$ cat config.mk
export PLATFORM = sky130hd
export DESIGN_NAME = xcard_csr_dec
export DESIGN_NICKNAME = d
export VERILOG_FILES = /design/src/rtl/xcard_pkg.sv /design/src/rtl/xcard_id_rom.sv /design/src/rtl/xcard_csr_regs.sv /design/src/rtl/xcard_irq_ctl.sv /design/src/rtl/xcard_csr_dec.sv
export SDC_FILE = /design/constraint.sdc
export NUM_CORES = 1
export LEC_CHECK = 0
export BUFFER_PORTS_ARGS = -buffer_cell sky130_fd_sc_hd__buf_2
export CORE_UTILIZATION = 50
export DETAILED_ROUTE_END_ITERATION = 16
export PLACE_DENSITY = 0.79
export SKIP_CTS_REPAIR_TIMING = 1
export SLEW_MARGIN = 20
export SYNTH_ARGS = -nofsm -noshare
export SYNTH_HDL_FRONTEND = slang
export SYNTH_HIERARCHICAL = 1
export SYNTH_SLANG_ARGS = --single-unit
$ cat constraint.sdc
create_clock -name clk -period 5.6 [get_ports clk]
set_input_delay 1.12 -clock clk [delete_from_list [all_inputs] [get_ports clk]]
set_output_delay 1.12 -clock clk [all_outputs]
set_load 0.005 [all_outputs]
$ cat src/rtl/xcard_pkg.sv
package xcard_pkg;

  // Offset of the CSR window inside the byte region
  localparam int unsigned CSR_WIN_OFF = 32'h0004_0000;
  // Bytes covered by the identification table that carry data
  localparam int unsigned ID_USED_BYTES = 32;

  typedef enum logic [2:0] {
    SLOT_NONE,
    SLOT_SRC_ID,
    SLOT_HOST_ID,
    SLOT_STATUS,
    SLOT_RUN,
    SLOT_CARD_ID,
    SLOT_REARM
  } csr_slot_e;

  // Map the low nibble of a CSR-window offset to a register slot
  function automatic csr_slot_e slot_of(input logic [3:0] low);
    case (low)
      4'h0:    return SLOT_SRC_ID;
      4'h2:    return SLOT_HOST_ID;
      4'h4:    return SLOT_STATUS;
      4'h6:    return SLOT_RUN;
      4'h8:    return SLOT_CARD_ID;
      4'hA:    return SLOT_REARM;
      default: return SLOT_NONE;
    endcase
  endfunction

  // Little-endian byte pick out of a 32-bit word
  function automatic logic [7:0] le_pick(input logic [31:0] w, input logic [1:0] idx);
    return 8'(w >> (8 * idx));
  endfunction

  // Two's complement of a 16-bit flag
  function automatic logic [15:0] negate16(input logic [15:0] v);
    return (~v) + 16'd1;
  endfunction

endpackage

$ cat src/rtl/xcard_id_rom.sv
module xcard_id_rom
  import xcard_pkg::*;
#(
  parameter int unsigned ADDR_W   = 20,
  parameter logic [15:0] FLAG     = 16'hA55A,
  parameter logic [7:0]  HW_REV   = 8'h03,
  parameter logic [7:0]  FW_REV   = 8'h11,
  parameter logic [15:0] SERIAL   = 16'h0123,
  parameter logic [31:0] CSR_BASE = 32'h0004_0000,
  parameter logic [31:0] CSR_LEN  = 32'h0000_000C,
  parameter logic [31:0] RAM_BASE = 32'h0008_0000,
  parameter logic [31:0] RAM_LEN  = 32'h0001_0000,
  parameter logic [31:0] NV_BASE  = 32'h000C_0000,
  parameter logic [31:0] NV_LEN   = 32'h0000_2000
) (
  input  logic [ADDR_W-1:0] addr_i,
  output logic [7:0]        byte_o,
  output logic              hit_o
);
  localparam int unsigned WORDS  = ID_USED_BYTES / 4;
  localparam int unsigned WIDX_W = $clog2(WORDS);
  localparam int unsigned HI_LSB = $clog2(ID_USED_BYTES);

  logic [31:0] table_w [WORDS];

  always_comb begin
    table_w[0] = {negate16(FLAG), FLAG};
    table_w[1] = {SERIAL, FW_REV, HW_REV};
    table_w[2] = CSR_BASE;
    table_w[3] = CSR_LEN;
    table_w[4] = RAM_BASE;
    table_w[5] = RAM_LEN;
    table_w[6] = NV_BASE;
    table_w[7] = NV_LEN;
  end

  assign hit_o  = (addr_i[ADDR_W-1:HI_LSB] == '0);
  assign byte_o = le_pick(table_w[addr_i[HI_LSB-1:2]], addr_i[1:0]);

  logic [WIDX_W-1:0] unused_chk;
  assign unused_chk = addr_i[HI_LSB-1:2];
endmodule

$ cat src/rtl/xcard_csr_regs.sv
module xcard_csr_regs
  import xcard_pkg::*;
#(
  parameter int unsigned ADDR_W = 20,
  parameter int unsigned LANES  = 2
) (
  input  logic                          clk,
  input  logic                          rst_n,
  input  logic [LANES-1:0][ADDR_W-1:0]  lane_addr_i,
  input  logic [LANES-1:0]              lane_wr_i,
  input  logic [LANES-1:0][7:0]         lane_wdata_i,
  input  logic [7:0]                    src_id_i,
  input  logic [7:0]                    status_i,
  input  logic [7:0]                    dip_i,
  output logic [LANES-1:0][7:0]         lane_rbyte_o,
  output logic [LANES-1:0]              lane_hit_o,
  output logic [7:0]                    run_o,
  output logic                          rearm_o,
  output logic                          host_wr_o,
  output logic [7:0]                    host_data_o
);
  localparam logic [ADDR_W-1:0] WIN = ADDR_W'(CSR_WIN_OFF);

  csr_slot_e       slot [LANES];
  logic [LANES-1:0] in_win;
  logic            run_wr;
  logic [7:0]      run_data;
  logic [7:0]      run_q;

  for (genvar g = 0; g < LANES; g++) begin : g_lane
    assign in_win[g] = (lane_addr_i[g][ADDR_W-1:4] == WIN[ADDR_W-1:4]);
    assign slot[g]   = in_win[g] ? slot_of(lane_addr_i[g][3:0]) : SLOT_NONE;

    always_comb begin
      lane_hit_o[g]   = 1'b1;
      case (slot[g])
        SLOT_SRC_ID:  lane_rbyte_o[g] = src_id_i;
        SLOT_STATUS:  lane_rbyte_o[g] = status_i;
        SLOT_RUN:     lane_rbyte_o[g] = run_q;
        SLOT_CARD_ID: lane_rbyte_o[g] = dip_i;
        default: begin
          lane_rbyte_o[g] = 8'hFF;
          lane_hit_o[g]   = 1'b0;
        end
      endcase
    end
  end

  always_comb begin
    run_wr      = 1'b0;
    run_data    = 8'h00;
    rearm_o     = 1'b0;
    host_wr_o   = 1'b0;
    host_data_o = 8'h00;
    for (int k = 0; k < LANES; k++) begin
      if (lane_wr_i[k]) begin
        case (slot[k])
          SLOT_RUN: begin
            run_wr   = 1'b1;
            run_data = lane_wdata_i[k];
          end
          SLOT_HOST_ID: begin
            host_wr_o   = 1'b1;
            host_data_o = lane_wdata_i[k];
          end
          SLOT_REARM: rearm_o = 1'b1;
          default: ;
        endcase
      end
    end
  end

  always_ff @(posedge clk) begin
    if (!rst_n)      run_q <= 8'h00;
    else if (run_wr) run_q <= run_data;
  end

  assign run_o = run_q;
endmodule

$ cat src/rtl/xcard_irq_ctl.sv
module xcard_irq_ctl (
  input  logic       clk,
  input  logic       rst_n,
  input  logic       card_evt_i,
  input  logic [7:0] card_src_i,
  input  logic       rearm_i,
  input  logic       host_wr_i,
  input  logic [7:0] host_data_i,
  input  logic       card_ack_i,
  output logic       irq_n_o,
  output logic [7:0] src_id_o,
  output logic       host_flag_o,
  output logic [7:0] host_id_o
);
  logic armed_q;

  always_ff @(posedge clk) begin
    if (!rst_n) begin
      armed_q     <= 1'b1;
      src_id_o    <= 8'h00;
      host_flag_o <= 1'b0;
      host_id_o   <= 8'h00;
    end else begin
      if (rearm_i) begin
        armed_q <= 1'b1;
      end else if (card_evt_i && armed_q) begin
        armed_q  <= 1'b0;
        src_id_o <= card_src_i;
      end
      if (host_wr_i) begin
        host_flag_o <= 1'b1;
        host_id_o   <= host_data_i;
      end else if (card_ack_i) begin
        host_flag_o <= 1'b0;
      end
    end
  end

  assign irq_n_o = armed_q;
endmodule

$ cat src/rtl/xcard_csr_dec.sv
module xcard_csr_dec
  import xcard_pkg::*;
#(
  parameter int unsigned ADDR_W   = 20,
  parameter logic [15:0] FLAG     = 16'hA55A,
  parameter logic [7:0]  HW_REV   = 8'h03,
  parameter logic [7:0]  FW_REV   = 8'h11,
  parameter logic [15:0] SERIAL   = 16'h0123,
  parameter logic [31:0] CSR_BASE = 32'h0004_0000,
  parameter logic [31:0] CSR_LEN  = 32'h0000_000C,
  parameter logic [31:0] RAM_BASE = 32'h0008_0000,
  parameter logic [31:0] RAM_LEN  = 32'h0001_0000,
  parameter logic [31:0] NV_BASE  = 32'h000C_0000,
  parameter logic [31:0] NV_LEN   = 32'h0000_2000
) (
  input  logic              clk,
  input  logic              rst_n,
  input  logic              sel_byte,
  input  logic              sel_word,
  input  logic              addr_strobe,
  input  logic [ADDR_W-1:0] addr,
  input  logic              wr_en,
  input  logic [1:0]        lane_en,
  input  logic [15:0]       wdata,
  output logic [15:0]       rdata,
  output logic              ready,
  input  logic [7:0]        dip_sw,
  input  logic [7:0]        card_status,
  input  logic              card_evt,
  input  logic [7:0]        card_src,
  input  logic              card_ack,
  output logic              irq_to_host_n,
  output logic              host_flag,
  output logic [7:0]        host_id,
  output logic [7:0]        run_ctrl
);
  localparam int unsigned LANES = 2;

  // Named internal events, also observed by the checker
  logic       acc_go;
  logic       is_word;
  logic       rearm_w;
  logic       host_id_wr;
  logic [7:0] host_wdata;
  logic [7:0] src_id_q;

  logic [LANES-1:0][ADDR_W-1:0] lane_addr;
  logic [LANES-1:0]             lane_wr;
  logic [LANES-1:0][7:0]        lane_wdata;
  logic [LANES-1:0][7:0]        id_byte;
  logic [LANES-1:0]             id_hit;
  logic [LANES-1:0][7:0]        csr_byte;
  logic [LANES-1:0]             csr_hit;
  logic [LANES-1:0][7:0]        rd_byte;
  logic [15:0]                  rd_next;

  assign acc_go  = addr_strobe && (sel_byte || sel_word);
  assign is_word = sel_word && !sel_byte;

  for (genvar g = 0; g < LANES; g++) begin : g_lane
    if (g == 0) begin : g_even
      assign lane_addr[g] = is_word ? {addr[ADDR_W-1:1], 1'b0} : addr;
      assign lane_wr[g]   = acc_go && wr_en && (!is_word || lane_en[g]);
    end else begin : g_odd
      assign lane_addr[g] = {addr[ADDR_W-1:1], 1'b1};
      assign lane_wr[g]   = acc_go && wr_en && is_word && lane_en[g];
    end
    assign lane_wdata[g] = wdata[8*g +: 8];

    xcard_id_rom #(
      .ADDR_W(ADDR_W), .FLAG(FLAG), .HW_REV(HW_REV), .FW_REV(FW_REV),
      .SERIAL(SERIAL), .CSR_BASE(CSR_BASE), .CSR_LEN(CSR_LEN),
      .RAM_BASE(RAM_BASE), .RAM_LEN(RAM_LEN), .NV_BASE(NV_BASE), .NV_LEN(NV_LEN)
    ) id_rom_i (
      .addr_i (lane_addr[g]),
      .byte_o (id_byte[g]),
      .hit_o  (id_hit[g])
    );

    assign rd_byte[g] = id_hit[g]  ? id_byte[g]  :
                        csr_hit[g] ? csr_byte[g] : 8'hFF;
  end

  xcard_csr_regs #(.ADDR_W(ADDR_W), .LANES(LANES)) csr_i (
    .clk          (clk),
    .rst_n        (rst_n),
    .lane_addr_i  (lane_addr),
    .lane_wr_i    (lane_wr),
    .lane_wdata_i (lane_wdata),
    .src_id_i     (src_id_q),
    .status_i     (card_status),
    .dip_i        (dip_sw),
    .lane_rbyte_o (csr_byte),
    .lane_hit_o   (csr_hit),
    .run_o        (run_ctrl),
    .rearm_o      (rearm_w),
    .host_wr_o    (host_id_wr),
    .host_data_o  (host_wdata)
  );

  xcard_irq_ctl irq_i (
    .clk         (clk),
    .rst_n       (rst_n),
    .card_evt_i  (card_evt),
    .card_src_i  (card_src),
    .rearm_i     (rearm_w),
    .host_wr_i   (host_id_wr),
    .host_data_i (host_wdata),
    .card_ack_i  (card_ack),
    .irq_n_o     (irq_to_host_n),
    .src_id_o    (src_id_q),
    .host_flag_o (host_flag),
    .host_id_o   (host_id)
  );

  assign rd_next = is_word ? {rd_byte[1], rd_byte[0]} : {8'hFF, rd_byte[0]};

  always_ff @(posedge clk) begin
    if (!rst_n) begin
      ready <= 1'b0;
      rdata <= 16'hFFFF;
    end else begin
      ready <= acc_go;
      if (acc_go && !wr_en) rdata <= rd_next;
    end
  end
endmodule

== Word level (Yosys, flattened, before mapping) ==
Memory sizes are Yosys's and may differ from the RTL's.
Cells that the tools add are included.

* Bits in registers: 43
* Logic and storage cells: 98
* Bits in read-only memories: 512
* Input port bits: 70
* Memories: 2
* Output and inout bits: 35

* Shift operators: 2
* Equality and inequality tests: 19
* Bitwise operators: 4
* Order comparisons: 2
* Reduce and logical (&&, ||, !) cells: 22
* Mux-type cells: 40

{| class="wikitable"
|+ Memory list
! name !! words !! bits a word !! read ports !! clocked after memory_dff !! wr ports !! RTL line !! RTL
|-
| (name not given) || 8 || 32 || 1 || 0 || 0 || xcard_id_rom.sv:38 || <nowiki>assign byte_o = le_pick(table_w[addr_i[HI_LSB-1:2]], addr_i[1:0]);</nowiki>
|-
| (name not given) || 8 || 32 || 1 || 0 || 0 || xcard_id_rom.sv:38 ||
|}

{| class="wikitable"
|+ Operators with widths
! kind !! count
|-
| 32-bit 2-to-1 mux || 4
|-
| 8-bit 2-to-1 mux || 12
|-
| 8-bit case mux with 4 select lines || 2
|-
| 32-bit by 5-bit right shift with 8-bit output || 2
|-
| 16-bit by 15-bit equality test with 1-bit output, second input constant || 2
|-
| 15-bit zero test || 2
|-
| 1-bit 2-to-1 mux || 19
|-
| 3-bit equality test, second input constant || 6
|-
| 3-bit case mux with 6 select lines || 1
|-
| 16-bit 2-to-1 mux || 1
|-
| 3-bit by 2-bit equality test with 1-bit output, second input constant || 4
|-
| 4-bit by 3-bit equality test with 1-bit output, second input constant || 2
|-
| 4-bit equality test, second input constant || 2
|-
| 4-bit greater-or-equal comparator, second input constant || 2
|-
| 1-bit logical AND || 8
|-
| 4-bit zero test || 2
|-
| 3-bit NOT with 4-bit output || 2
|-
| 4-bit OR reduction || 2
|-
| 3-bit by 1-bit equality test with 1-bit output, second input constant || 2
|-
| 4-bit by 2-bit equality test with 1-bit output, second input constant || 1
|-
| 1-bit zero test || 3
|-
| 3-bit 2-to-1 mux || 1
|-
| 1-bit logical OR || 2
|-
| 1-bit NOT || 2
|-
| 3 further kinds || 3
|}

== Depth between registers and ports, before layout ==
* Depth in word-level cells: 13
* Depth in mapped cells: 10
* Depth with buffers taken out: 8

== Cells and area by module ==
Netlist, hierarchy kept.

{| class="wikitable"
|+ By module, submodules not included
! module !! cells an instance !! sequential area each (µm²) !! area each (µm²) !! instances
|-
| xcard_csr_regs || 205 || 160.2 || 1524.0 || 1
|-
| xcard_csr_dec || 84 || 340.3 || 764.5 || 1
|-
| xcard_irq_ctl || 68 || 360.3 || 705.7 || 1
|-
| xcard_id_rom || 42 || 0.0 || 324.1 || 2
|}

== Worst setup path before layout ==
OpenSTA, ideal clock, no wires.

* Kind: input to register
* From: in sel_byte
* To: reg irq_i.host_id_o[0]
* Library setup time: 116 ps
* Required time: 5484 ps
* Stages on the path: 8
* Slack: 2863 ps
* Buffers on the path: 1
* Arrival time: 2621 ps
* Path through: nand2b_1 -> and2_1 -> nand3b_1 -> nor3_1 -> a21o_1 -> buf_4 -> mux2i_1 -> nor2b_1

{| class="wikitable"
|+ RTL lines
! what !! RTL line !! RTL
|-
| from (decl) || xcard_csr_dec.sv:18 || <nowiki>input logic sel_byte,</nowiki>
|-
| to (signal assigned) || xcard_irq_ctl.sv:32 || <nowiki>host_id_o <= host_data_i;</nowiki>
|-
| to (decl) || xcard_irq_ctl.sv:13 || <nowiki>output logic [7:0] host_id_o</nowiki>
|}

==> out/qor.csv <==
metric;value;unit
final worst slack;2.167;ns
hold_ws;0.4927;ns
sequential cell area fraction in the yosys report;23.63;%
slew at the pin closest to its max-slew limit;0.9830;ns
Vias/cell;6.092;
diode count;0;
Synth area leaders;dfxtp_1 (24%), mux2i_1 (5.2%), a21oi_1 (4.4%);
worst path cell trace;buf_2 > nand2b_1 > and2_1 > nand3b_1 > nor3_1 > a21o_1 > mux2i_1 > nor2b_1;
CORE AREA;6907;um2
Yosys warning count;6;
Layout area overhead;15.80;%
global-route wire length before repair;16500;um
RSZ-0062 raised after global routing;no;
CP required;5.79;ns
CTS Sinks;43;
commonest cells in the netlist;dfxtp_1 (43), a21oi_1 (32), nor2_1 (29);
Routed WL;10320;um
Hold Vio Cnt, Final;0;
TritonCTS clock tree;yes;
Vias;3777;
CP Launch Type;input pin;
Final Max Slew Viols;0;
Root Driver;clkbuf_8;
Pre-antenna DRT Iters;5;
Tot GR Track Use;27.09;%
Post-DP HPWL;7619;um
CP Data Arrival Time;3.63;ns
GRT Residual Overflow;0;
Syn Area/Cell;8.259;um2
Post-synth EDFFs;0;
num ports;105;
TNS Setup;0;ns
Leakage;1.626;nW
status;finished, final reports clean;
antenna-violating nets left;0;
post-synth top area share;23.63;%
CTS Buf Count;5;
initial antenna violation count;0;
die area;7630;um2
drt drc;0;
#FFs+latches synth;43;
gpl congestion;0.8955;
share of layout cells above drive strength 1;27.67;%
Die W;87.35;um
Cell Pwr Density;170.9;nW/um2
Final setup violation count;0;
VDD IR max;0.09505;mV
htree depth;2;
FP Rows;30;
post-synthesis cell count;441;
CP max stage cell;nor3_1;
skew final;0.005773;ns
largest stage delay on the critical path;0.67;ns
Nets;603;
fin crit share;61.30;%
async set-or-reset flop fraction in the synthesized netlist;0;%
worst skew pair latency;0.30;ns
DP Area;4105;um2
synthesized area;3642;um2
Iteration-0 DRC Markers;373;
Max Cap Viol;0;
chip height;87.35;um
Setup crit end kind;flip-flop;
clk slew on worst S/H paths;0.09;ns
vias in the first global route;3407;
FMAX;291.3;MHz
most common cell in the netlist;dfxtp_1;
dpl ws;1.901;ns
initial core utilization;52.74;%
Min Clock Period, post-route;3.433;ns
largest net degree at the start of global routing;54;
PortBufs;104;
Wirelength per Cell;16.65;um
Max-Slew Margin vs Limit;34.33;%
FF-to-FF setup slack;4.07;ns
post-synth cell types;61;
Hold WC Path Type;flip-flop to flip-flop;
Crit Path Class;input pin to flip-flop;
design area;4218;um2
Worst Path Max Fanout;14;
post-synth top area cell;dfxtp_1;
ys flop type;dfxtp_1;
Clock Tree Buf Depth;2;
[layer usage]
layer / routed length, um / up-vias / track usage, % / part of all wire (%)
met5: 0 / - / 0 / 0
met4: 201 / 0 / 7.154 / 1.9
met3: 832 / 18 / 3.507 / 8.1
met2: 4736 / 193 / 44.89 / 46
met1: 4552 / 1736 / 36.95 / 44
li1: - / 1830 / - / -
[state kept, by name (all words and copies together) (netlist names)]
signal             count
irq_i/irq_n_o          1
irq_i/host_id_o        8
irq_i/host_flag_o      1
ready                  1
irq_i/src_id_o         8
rdata                 16
csr_i/run_o            8
[critical path, delay by kind of cell]
kind	cells	cell delay, ns
AND/OR/NAND/NOR	5	1.60
multiplexers	1	0.28
buffers and inverters	1	0.11
AO/OA/AOI/OAI	1	0.51
[path summary, 6_finish.rpt]
kind                                         from            endpoint  depth (start not counted)
worst min register to register           rdata[8]            rdata[8]                          1
worst max-delay path                     sel_byte  irq_i/host_id_o[0]                          8
worst min-delay path                     rdata[8]            rdata[8]                          1
worst max register to register  irq_i/src_id_o[6]            rdata[6]                          6
[layout by cell type, fill, tap and decap left out, drive strengths merged, types with 4 or more instances in the layout]
| cell type | synthesis | final |
|---|---|---|
| nor4 | 14 | 14 |
| or2 | 4 | 4 |
| a22oi | 20 | 20 |
| nor3b | 11 | 11 |
| a2bb2oi | 10 | 10 |
| dfxtp | 43 | 43 |
| o22ai | 14 | 14 |
| nand3 | 11 | 11 |
| a21oi | 32 | 32 |
| o211ai | 7 | 7 |
| o31ai | 8 | 8 |
| conb | 1 | 4 |
| nor2 | 29 | 29 |
| buf | 18 | 105 |
| inv | 8 | 8 |
| o21ai | 35 | 35 |
| o22a | 8 | 8 |
| nand2b | 10 | 10 |
| ha | 10 | 10 |
| nand2 | 20 | 20 |
| mux2i | 19 | 19 |
| a211o | 16 | 16 |
| and3 | 10 | 10 |
| mux2 | 8 | 8 |
| nor2b | 24 | 24 |
| nor3 | 9 | 9 |
| clkbuf | 15 | 5 |
[layout make-up]
class	instances	area, um2
clock inverter	3	43.79
clock buffer	5	68.82
sequential	43	860.8
fill	668	2689
multi-input combinational	360	2566
inverter	8	30.03
timing repair buffer	105	528.0
tap	96	120.1
[power by group]
part	switching, mW	internal (mW)	total, mW	leakage [nW]
registers	0.00613	0.313	0.320	0.350
logic	0.0887	0.0622	0.151	1.22
clock network	0.117	0.133	0.250	0.0581
total	0.212	0.509	0.721	1.63
[cell families (layout without fill, tap and decap cells)]
group                      count (synthesis)  after routing  synth area share, %
and+or+nand+nor                          160            160                28.38
DFF                                       43             43                23.63
AOI/OAI and AO/OA                        157            157                29.23
xor gates and xnor gates                   2              2               0.4810
adders and majority gates                 10             10                3.435
muxes                                     27             27                8.519
other                                      1              4               0.1030
buffers and inverters                     41            121                6.218
[metrics by stage]
stage,utilization [%],instances,power [mW]
global route,61.07,620,0.7471
global placement,59.44,612,0.4696
finish,61.07,620,0.7210
CTS,61.07,620,0.7193
detailed placement,59.44,612,0.4734
floorplan,-,444,0.4205
No activity file was read; power rests on OpenSTA's default activity.
